[src/rtl/spi_port.sv]
module spi_port #(
  parameter int W     = 8,
  parameter int DEPTH = 8
) (
  input  logic         clk,
  input  logic         rst_n,
  input  logic         cfg_en,
  input  logic         cfg_buf_en,
  input  logic         cfg_master,
  input  logic         cfg_cpol,
  input  logic         cfg_out_edge,
  input  logic         cfg_ss_en,
  input  logic [1:0]   cfg_pri,
  input  logic [2:0]   cfg_sec,
  input  logic         cfg_irq_en,
  input  logic         wr_en,
  input  logic [W-1:0] wr_data,
  input  logic         rd_en,
  output logic [W-1:0] rd_data,
  input  logic         ovf_clr,
  input  logic         irq_clr,
  output logic         tx_full,
  output logic         rx_empty,
  output logic         busy,
  output logic         rx_ovf,
  output logic         irq,
  output logic         sck_o,
  input  logic         sck_i,
  input  logic         ss_n_i,
  input  logic         sdi,
  output logic         sdo_o,
  output logic         sdo_oe
);
  localparam int AW = $clog2(DEPTH);
  localparam int CW = AW + 1;
  localparam int HW = $clog2(2 * W);
  localparam int DW = 10;

  logic [W-1:0]  tx_mem [DEPTH];
  logic [W-1:0]  rx_mem [DEPTH];
  logic [AW-1:0] tx_wp, tx_rp, rx_wp, rx_rp;
  logic [CW-1:0] tx_cnt, rx_cnt;
  logic [W-1:0]  sr;
  logic [HW-1:0] hc;
  logic [DW-1:0] div, div_n;
  logic          run, sdo_q, sck_q, irq_flag;
  logic [2:0]    sck_m;
  logic [1:0]    ss_m, sdi_m;

  wire active   = cfg_en & cfg_buf_en;
  wire ss_use   = cfg_ss_en | cfg_out_edge;
  wire ss_block = !cfg_master && ss_use && ss_m[1];
  wire tx_any   = (tx_cnt != '0);
  wire [W-1:0] tx_head = tx_mem[tx_rp];
  wire [W-1:0] pre     = tx_any ? tx_head : '0;

  assign div_n = (DW'(1) << {cfg_pri, 1'b0}) * (DW'(cfg_sec) + DW'(1));

  wire m_edge  = cfg_master && active && run && (div == div_n - DW'(1));
  wire s_edge  = !cfg_master && active && !ss_block && (sck_m[1] ^ sck_m[2]);
  wire ev      = m_edge | s_edge;
  wire capture = cfg_out_edge ? !hc[0] : hc[0];
  wire last    = (hc == HW'(2 * W - 1));
  wire sdi_v   = cfg_master ? sdi : sdi_m[1];
  wire [W-1:0] word = capture ? {sr[W-2:0], sdi_v} : sr;
  wire done    = ev && last;

  wire m_start   = cfg_master && active && !run && tx_any;
  wire s_preload = !cfg_master && !ev && (hc == '0);
  wire tx_pop    = m_start || (!cfg_master && ev && (hc == '0) && tx_any);
  wire tx_push   = wr_en && (tx_cnt != CW'(DEPTH));
  wire rx_pop    = rd_en && (rx_cnt != '0);
  wire rx_push   = done && ((rx_cnt != CW'(DEPTH)) || rx_pop);

  assign tx_full  = (tx_cnt == CW'(DEPTH));
  assign rx_empty = (rx_cnt == '0);
  assign rd_data  = rx_mem[rx_rp];
  assign busy     = cfg_master ? run : (hc != '0);
  assign irq      = irq_flag & cfg_irq_en;
  assign sck_o    = sck_q;
  assign sdo_o    = sdo_q;
  assign sdo_oe   = active && (cfg_master || !ss_block);

  always_ff @(posedge clk or negedge rst_n)
    if (!rst_n) begin
      sck_m <= '0; ss_m <= 2'b11; sdi_m <= '0;
    end else begin
      sck_m <= {sck_m[1:0], sck_i};
      ss_m  <= {ss_m[0], ss_n_i};
      sdi_m <= {sdi_m[0], sdi};
    end

  always_ff @(posedge clk) begin
    if (tx_push) tx_mem[tx_wp] <= wr_data;
    if (rx_push) rx_mem[rx_wp] <= word;
  end

  always_ff @(posedge clk or negedge rst_n)
    if (!rst_n) begin
      tx_wp <= '0; tx_rp <= '0; tx_cnt <= '0;
      rx_wp <= '0; rx_rp <= '0; rx_cnt <= '0;
      rx_ovf <= 1'b0; irq_flag <= 1'b0;
    end else begin
      if (tx_push) tx_wp <= tx_wp + 1'b1;
      if (tx_pop)  tx_rp <= tx_rp + 1'b1;
      tx_cnt <= tx_cnt + CW'(tx_push) - CW'(tx_pop);
      if (rx_push) rx_wp <= rx_wp + 1'b1;
      if (rx_pop)  rx_rp <= rx_rp + 1'b1;
      rx_cnt <= rx_cnt + CW'(rx_push) - CW'(rx_pop);
      if (done && !rx_push) rx_ovf <= 1'b1;
      else if (ovf_clr)     rx_ovf <= 1'b0;
      if (rx_push)      irq_flag <= 1'b1;
      else if (irq_clr) irq_flag <= 1'b0;
    end

  always_ff @(posedge clk or negedge rst_n)
    if (!rst_n) begin
      run <= 1'b0; hc <= '0; div <= '0; sr <= '0; sdo_q <= 1'b0; sck_q <= 1'b0;
    end else begin
      if (!(cfg_master && run && active)) sck_q <= cfg_cpol;
      if (!active) begin
        run <= 1'b0; hc <= '0; div <= '0;
      end else if (cfg_master) begin
        if (m_start) begin
          run <= 1'b1; hc <= '0; div <= '0; sr <= tx_head;
          if (cfg_out_edge) sdo_q <= tx_head[W-1];
        end else if (run) begin
          if (m_edge) begin
            div <= '0; sck_q <= ~sck_q;
          end else div <= div + 1'b1;
        end
      end else begin
        run <= 1'b0; div <= '0;
        if (ss_block) hc <= '0;
        else if (s_preload) begin
          sr <= pre;
          if (cfg_out_edge) sdo_q <= pre[W-1];
        end
      end
      if (ev) begin
        if (capture) sr <= word;
        else         sdo_q <= sr[W-1];
        hc <= last ? '0 : hc + 1'b1;
        if (last) run <= 1'b0;
      end
    end

  assert_tx_drop_R1: assert property (@(posedge clk) disable iff (!rst_n)
    (tx_cnt == CW'(DEPTH) && wr_en && !tx_pop) |=> (tx_cnt == CW'(DEPTH) && $stable(tx_wp)));

  always_ff @(posedge clk)
    if (rst_n) assert_rx_bound_R1: assert (rx_cnt <= CW'(DEPTH));

  assert_div_hold_R2: assert property (@(posedge clk) disable iff (!rst_n)
    (cfg_master && active && run && !m_edge) |=> $stable(sck_o));

  assert_idle_R3: assert property (@(posedge clk) disable iff (!rst_n)
    !active |=> (!run && hc == '0));

  assert_ovf_sticky_R5: assert property (@(posedge clk) disable iff (!rst_n)
    (rx_ovf && !ovf_clr) |=> rx_ovf);

  assert_ss_reset_R7: assert property (@(posedge clk) disable iff (!rst_n)
    ss_block |=> (hc == '0));

  assert_flag_hold_R9: assert property (@(posedge clk) disable iff (!rst_n)
    (irq_flag && !irq_clr) |=> irq_flag);
endmodule

[config.mk]
export PLATFORM = sky130hd
export DESIGN_NAME = spi_port
export DESIGN_NICKNAME = d
export VERILOG_FILES = /design/src/rtl/spi_port.sv
export SDC_FILE = /design/constraint.sdc
export NUM_CORES = 1
export LEC_CHECK = 0
export BUFFER_PORTS_ARGS = -buffer_cell sky130_fd_sc_hd__buf_2
export CORE_MARGIN = 3
export CORE_UTILIZATION = 30
export CTS_CLUSTER_SIZE = 12
export DETAILED_ROUTE_END_ITERATION = 8
export GPL_ROUTABILITY_DRIVEN = 0
export HOLD_SLACK_MARGIN = 0.06
export RECOVER_POWER = 100
export SYNTH_ARGS = -nofsm -noshare
export SYNTH_HDL_FRONTEND = slang
export SYNTH_SLANG_ARGS = --single-unit
[constraint.sdc]
create_clock -name clk -period 4.65 [get_ports clk]
set_clock_uncertainty 0.05 [all_clocks]
set_input_delay 0.93 -clock clk [delete_from_list [all_inputs] [get_ports clk]]
set_output_delay 0.93 -clock clk [all_outputs]
set_load 0.05 [all_outputs]
# == Yosys cells after proc, flatten, opt, wreduce, memory -nomap -nowiden ==
# Memories as Yosys holds them, arrays and structs flattened.
# Index checks and enable logic that the tools add are counted.
# totals
regBits,54
ramBits,128
input_bits,29
output_inout_bits,16
word_cells,138
memories,2
# memory_table
name,depth,word_bits,rd,rd_ports_with_merged_regs,write_ports,line,rtl
rx_mem,8,8,1,0,1,40,logic [W-1:0] rx_mem [DEPTH];
tx_mem,8,8,1,0,1,39,logic [W-1:0] tx_mem [DEPTH];
# classes
add_sub_neg,12
multipliers,1
n_eq_ne,8
shifts,1
n_mux,51
n_bitwise,6
n_reduce_logical,40
# op_table
cell,n
2-to-1 mux 8 bit,9
2-to-1 mux 10 bit,5
2-to-1 mux 1 bit,31
2-to-1 mux 4 bit,6
logical AND 1 bit,23
adder 3 x 1 -> 3 bit (second input constant),4
nonzero test 4 bit,3
adder 10 x 1 -> 10 bit (second input constant),1
== test 10 bit,1
multiplier 10 x 4 -> 10 bit,1
left shift 1 x 3 -> 10 bit (first input constant),1
subtractor 10 x 1 -> 10 bit (second input constant),1
adder 4 x 1 -> 4 bit,2
== test 4 bit (second input constant),2
logical NOT 4 bit,2
!= test 4 x 2 -> 1 bit (second input constant),2
!= test 4 bit (second input constant),2
subtractor 4 x 1 -> 4 bit,2
logical NOT 1 bit,6
adder 3 x 1 -> 4 bit (second input constant),1
adder 4 x 1 -> 4 bit (second input constant),1
!= test 4 x 3 -> 1 bit (second input constant),1
nonzero test 2 bit,2
logical OR 1 bit,3
other kinds (5),7

# == Depth between registers and ports, before layout ==
# logic_depth
ltp_word,16
mapped_depth,21
mapped_depth_nobuf,20

# == Least setup slack after synthesis ==
# No wires, ideal clock.
# synth_path
kind,input port to flip-flop
startpoint,in cfg_sec[0]
endpoint,reg rx_cnt[2]
setup_ns,0.123
arrival_time_ns,5.450
required_ns,4.477
setup_slack_ns,-0.973
path_stages,20
path_buffers,1
cell_sequence,ha_1 > xor2_1 > and2_1 > fa_1 > fa_1 > ha_1 > a21oi_1 > a21oi_2 > xnor2_1 > or4_1 > or4_4 > a211oi_2 > buf_4 > inv_1 > ha_1 > inv_1 > ha_1 > inv_1 > fa_1 > xnor2_1
# synth_between
elab_chain_len,10
# synth_rtl
element,line,rtl
from (decl),14,"input logic [2:0] cfg_sec,"
adder 3 x 1 -> 4 bit,57,"assign div_n = (DW'(1) << {cfg_pri, 1'b0}) * (DW'(cfg_sec) + DW'(1));"
multiplier 10 x 4 -> 10 bit,57,
subtractor 10 x 1 -> 10 bit,59,wire m_edge = cfg_master && active && run && (div == div_n - DW'(1));
== test 10 bit,59,
logical AND 1 bit,59,
bitwise OR 1 bit,61,wire ev = m_edge | s_edge;
logical AND 1 bit,66,wire done = ev && last;
logical AND 1 bit,73,wire rx_push = done && ((rx_cnt != CW'(DEPTH)) || rx_pop);
adder 4 x 1 -> 4 bit,109,rx_cnt <= rx_cnt + CW'(rx_push) - CW'(rx_pop);
subtractor 4 x 1 -> 4 bit,109,
to (signal assigned),109,
to (decl),42,"logic [CW-1:0] tx_cnt, rx_cnt;"
# No other way between the ends.
# A chain may end at the register's enable or synchronous reset.

# == Worst setup path in the final report ==
# layout_path
startpoint,in cfg_sec[0]
endpoint,reg rx_cnt[1]
# Same word-level chain as after synthesis.

==> impl_metrics.ini <==
[timing]
rsz0062_at_grt = true
final_max_slew_viol_count = 58
timing.fmax_mhz = 209.0
hold_viol = 0
relSlewSlack_pct = -41.62
worstMarginPinSlew_ps = 2124
finalSetupViolCount = 45
fin_crit_ps = 4786
fin_crit_sh_pct = 102.9
setup_slack_ps = -135.6

[power_and_ir_drop]
pwr_density_cell_nw_per_um2 = 499.3
power_uw = 5205
ir_drop_uv = 255.7
p_leak_uw = 0.003897

[global_routing]
track_usage_pct = 11.33
overflow = 0
grt_pass1_vias = 4975
grt_pass1_wl_mm = 27.08
antenna_found_initial = 1
grt_max_degree = 40

[clocking]
cts_inserted_buffers = 17
cts.sinks = 182
htree_levels = 4
cts_hold_buffers = 0
max-clock-path-buffers = 2
cts_tree = built
clock_latency_ps = 430
path_clk_slew_ps = 70
clock-root-buffer = clkbuf_16

[routing]
vias_per_cell = 4.599
wire_per_inst_microns = 15.91
drt_iter0_markers = 350
via_count = 4903
drc_errors = 0
wl_mm = 16.96
postRouteAntennaNets = 0
firstDrtPassIters = 6

[run_status]
violations = max-capacitance violations, max-slew violations, negative setup slack
status = complete, but fails checks

[yosys]
ys_seq_area_share_pct = 60.62
synth_fp_nets = 653
synth-async-reset-ratio_pct = 29.67
syn_inst = 583
synth_top_area_cell = edfxtp_1
synth_area_leaders = edfxtp_1, dfrtp_1, mux4_2, ha_1, mux2_2
synthFlopType = edfxtp_1
synth_xor_area_share_pct = 3.779
synthAdderAreaFrac_pct = 6.683
synth_compound_area_share_pct = 4.947
synth_cell_type_count = 55
synth_edf_count = 128
synthDominantCellAreaShare_pct = 44.83
muxShareOfSynthArea_pct = 13.12
synth_top_family_by_area = multiplexers
synth-seq-cells = 182
ys_warn_count = 0
syn_avg_cell_area_sq_um = 14.71
yosys.area_share.simple_pct = 8.390
synthesis.area_sq_um = 8574

[floorplan]
core_area_sq_um = 28010
ios = 45
num_rows = 61
die_w_microns = 175.1
dieArea_sq_um = 30650
die_height_microns = 175.1
start_util_pct = 30.61

[critical_path]
critical_path.endpoint_type = flop
worst_ep_required_time_ps = 4930
critPathMaxFanout = 4
critical_path_class = primary input to flop
cp.arrival_ps = 5070
critPathLaunchType = primary input

[cells_and_area]
layout.cells.non_filler = 1066
final_layout_size_suffix_gt1_share_pct = 27.66
layout_commonest_cell = edfxtp_1
nets = 744
final_cell_mix = edfxtp_1, dfrtp_1, nand2_1
area_delta_synth_final_pct = 21.58

[placed_design]
dpl.hpwl_mm = 11.72
place_inst = 1024
io_buffers = 44

[job]
timing.max_cap.violations = 3

[hold_path]
hp-class = flop to flop
[worst paths after layout]
check / start / end / slack (ps) / cells after the start
min in group asynchronous: rst_n / sdi_m[1] / 560 / 1
max in group asynchronous: rst_n / sr[4] / 1500 / 2
min: sdi_m[0] / sdi_m[1] / 300 / 0
max reg2reg: run / rx_cnt[1] / 1240 / 13
max: cfg_sec[0] / rx_cnt[1] / -140 / 20
min reg2reg: sdi_m[0] / sdi_m[1] / 300 / 0
[sequential cells by signal (all words and copies together) (netlist names)]
name / cells
sr: 8
tx_cnt: 4
sdi_m: 2
tx_rp: 3
rx_ovf: 1
sck_m: 3
rx_mem: 64
sck_o: 1
rx_rp: 3
sdo_o: 1
div: 10
run: 1
tx_wp: 3
irq_flag: 1
hc: 4
rx_wp: 3
rx_cnt: 4
tx_mem: 64
ss_m: 2
[critical path: stages]
cell and delay (ps):
buf_8 100, ha_4 170, xor2_4 190, nand2_2 70
inv_1 50, fa_2 340, fa_1 580, ha_4 220
xnor2_2 130, xnor2_1 120, or4_4 410, or4_4 470
a211oi_4 240, inv_2 70, ha_4 210, inv_2 60
ha_4 120, inv_2 30, fa_2 510, inv_2 30
[report_power, final]
part	total, uW	switching, uW	internal [uW]
logic	1530	808	721
registers	2310	288	2030
clock network	1360	617	745
total	5210	1710	3490
[what timing repair did]
item                       CTS  global route
gates cloned                 0             1
pin swaps                   10             4
gates resized for setup     11            25
setup buffers                4             6
setup endpoints to repair   67            67
[synthesized netlist by cell type (3+ instances only)]
cell type	n
buf_1	4
and2_1	4
nand2b_1	10
dfrtp_1	52
and4b_1	3
nand2_1	37
mux2_2	27
fa_1	8
nor2b_1	4
mux4_2	32
nor3_1	4
clkbuf_1	11
nand3b_1	6
a21oi_1	15
xnor2_1	20
mux2i_1	10
nor2_1	33
and3_1	7
nand3_1	15
a21o_1	5
ha_1	33
inv_1	35
xor2_1	17
a31oi_1	10
o21ai_0	16
edfxtp_1	128
[routing by layer]
metal	vias up	track usage [%]	routed length [microns]
met3	19	2.455	710
met2	85	17.38	7873
met5	-	0	0
met1	2443	15.73	8079
li1	2356	-	-
met4	0	4.488	297
[layout make-up]
type	count	area [sq um]
Fill cell	2659	17590
Sequential cell	182	5197
Multi-Input combinational cell	348	3442
Timing Repair Buffer	90	621.8
Tap cell	378	473.0
Clock buffer	19	432.9
Inverter	35	131.4
Clock inverter	13	123.9
Antenna cell	1	2.502
[logic make-up (layout without fill, tap and decap cells)]
family                     count (synthesis)  in the layout
other                                      0              1
and+or+nand+nor                          138            138
xor gates and xnor gates                  37             37
muxes                                     69             69
buffers and inverters                     53            157
AOI/OAI and AO/OA                         63             63
adders and majority gates                 41             41
DFF                                      182            182
[per-stage QoR]
step	hold WS [ps]	area [sq um]	utilization, %	setup WS, ps	setup TNS, ps
after floorplan	281.2	8748	-	-653.2	-13660
after global placement	287.5	9687	34.58	-710.0	-36970
after detailed placement	296.5	9687	34.58	-775.6	-41750
after CTS	309.6	10340	36.91	-162.8	-317.0
after global routing	324.3	10430	37.22	-285.7	-10390
final	305.0	10430	37.22	-135.6	-1270
Note: power is estimated with default switching activity, not from simulation.
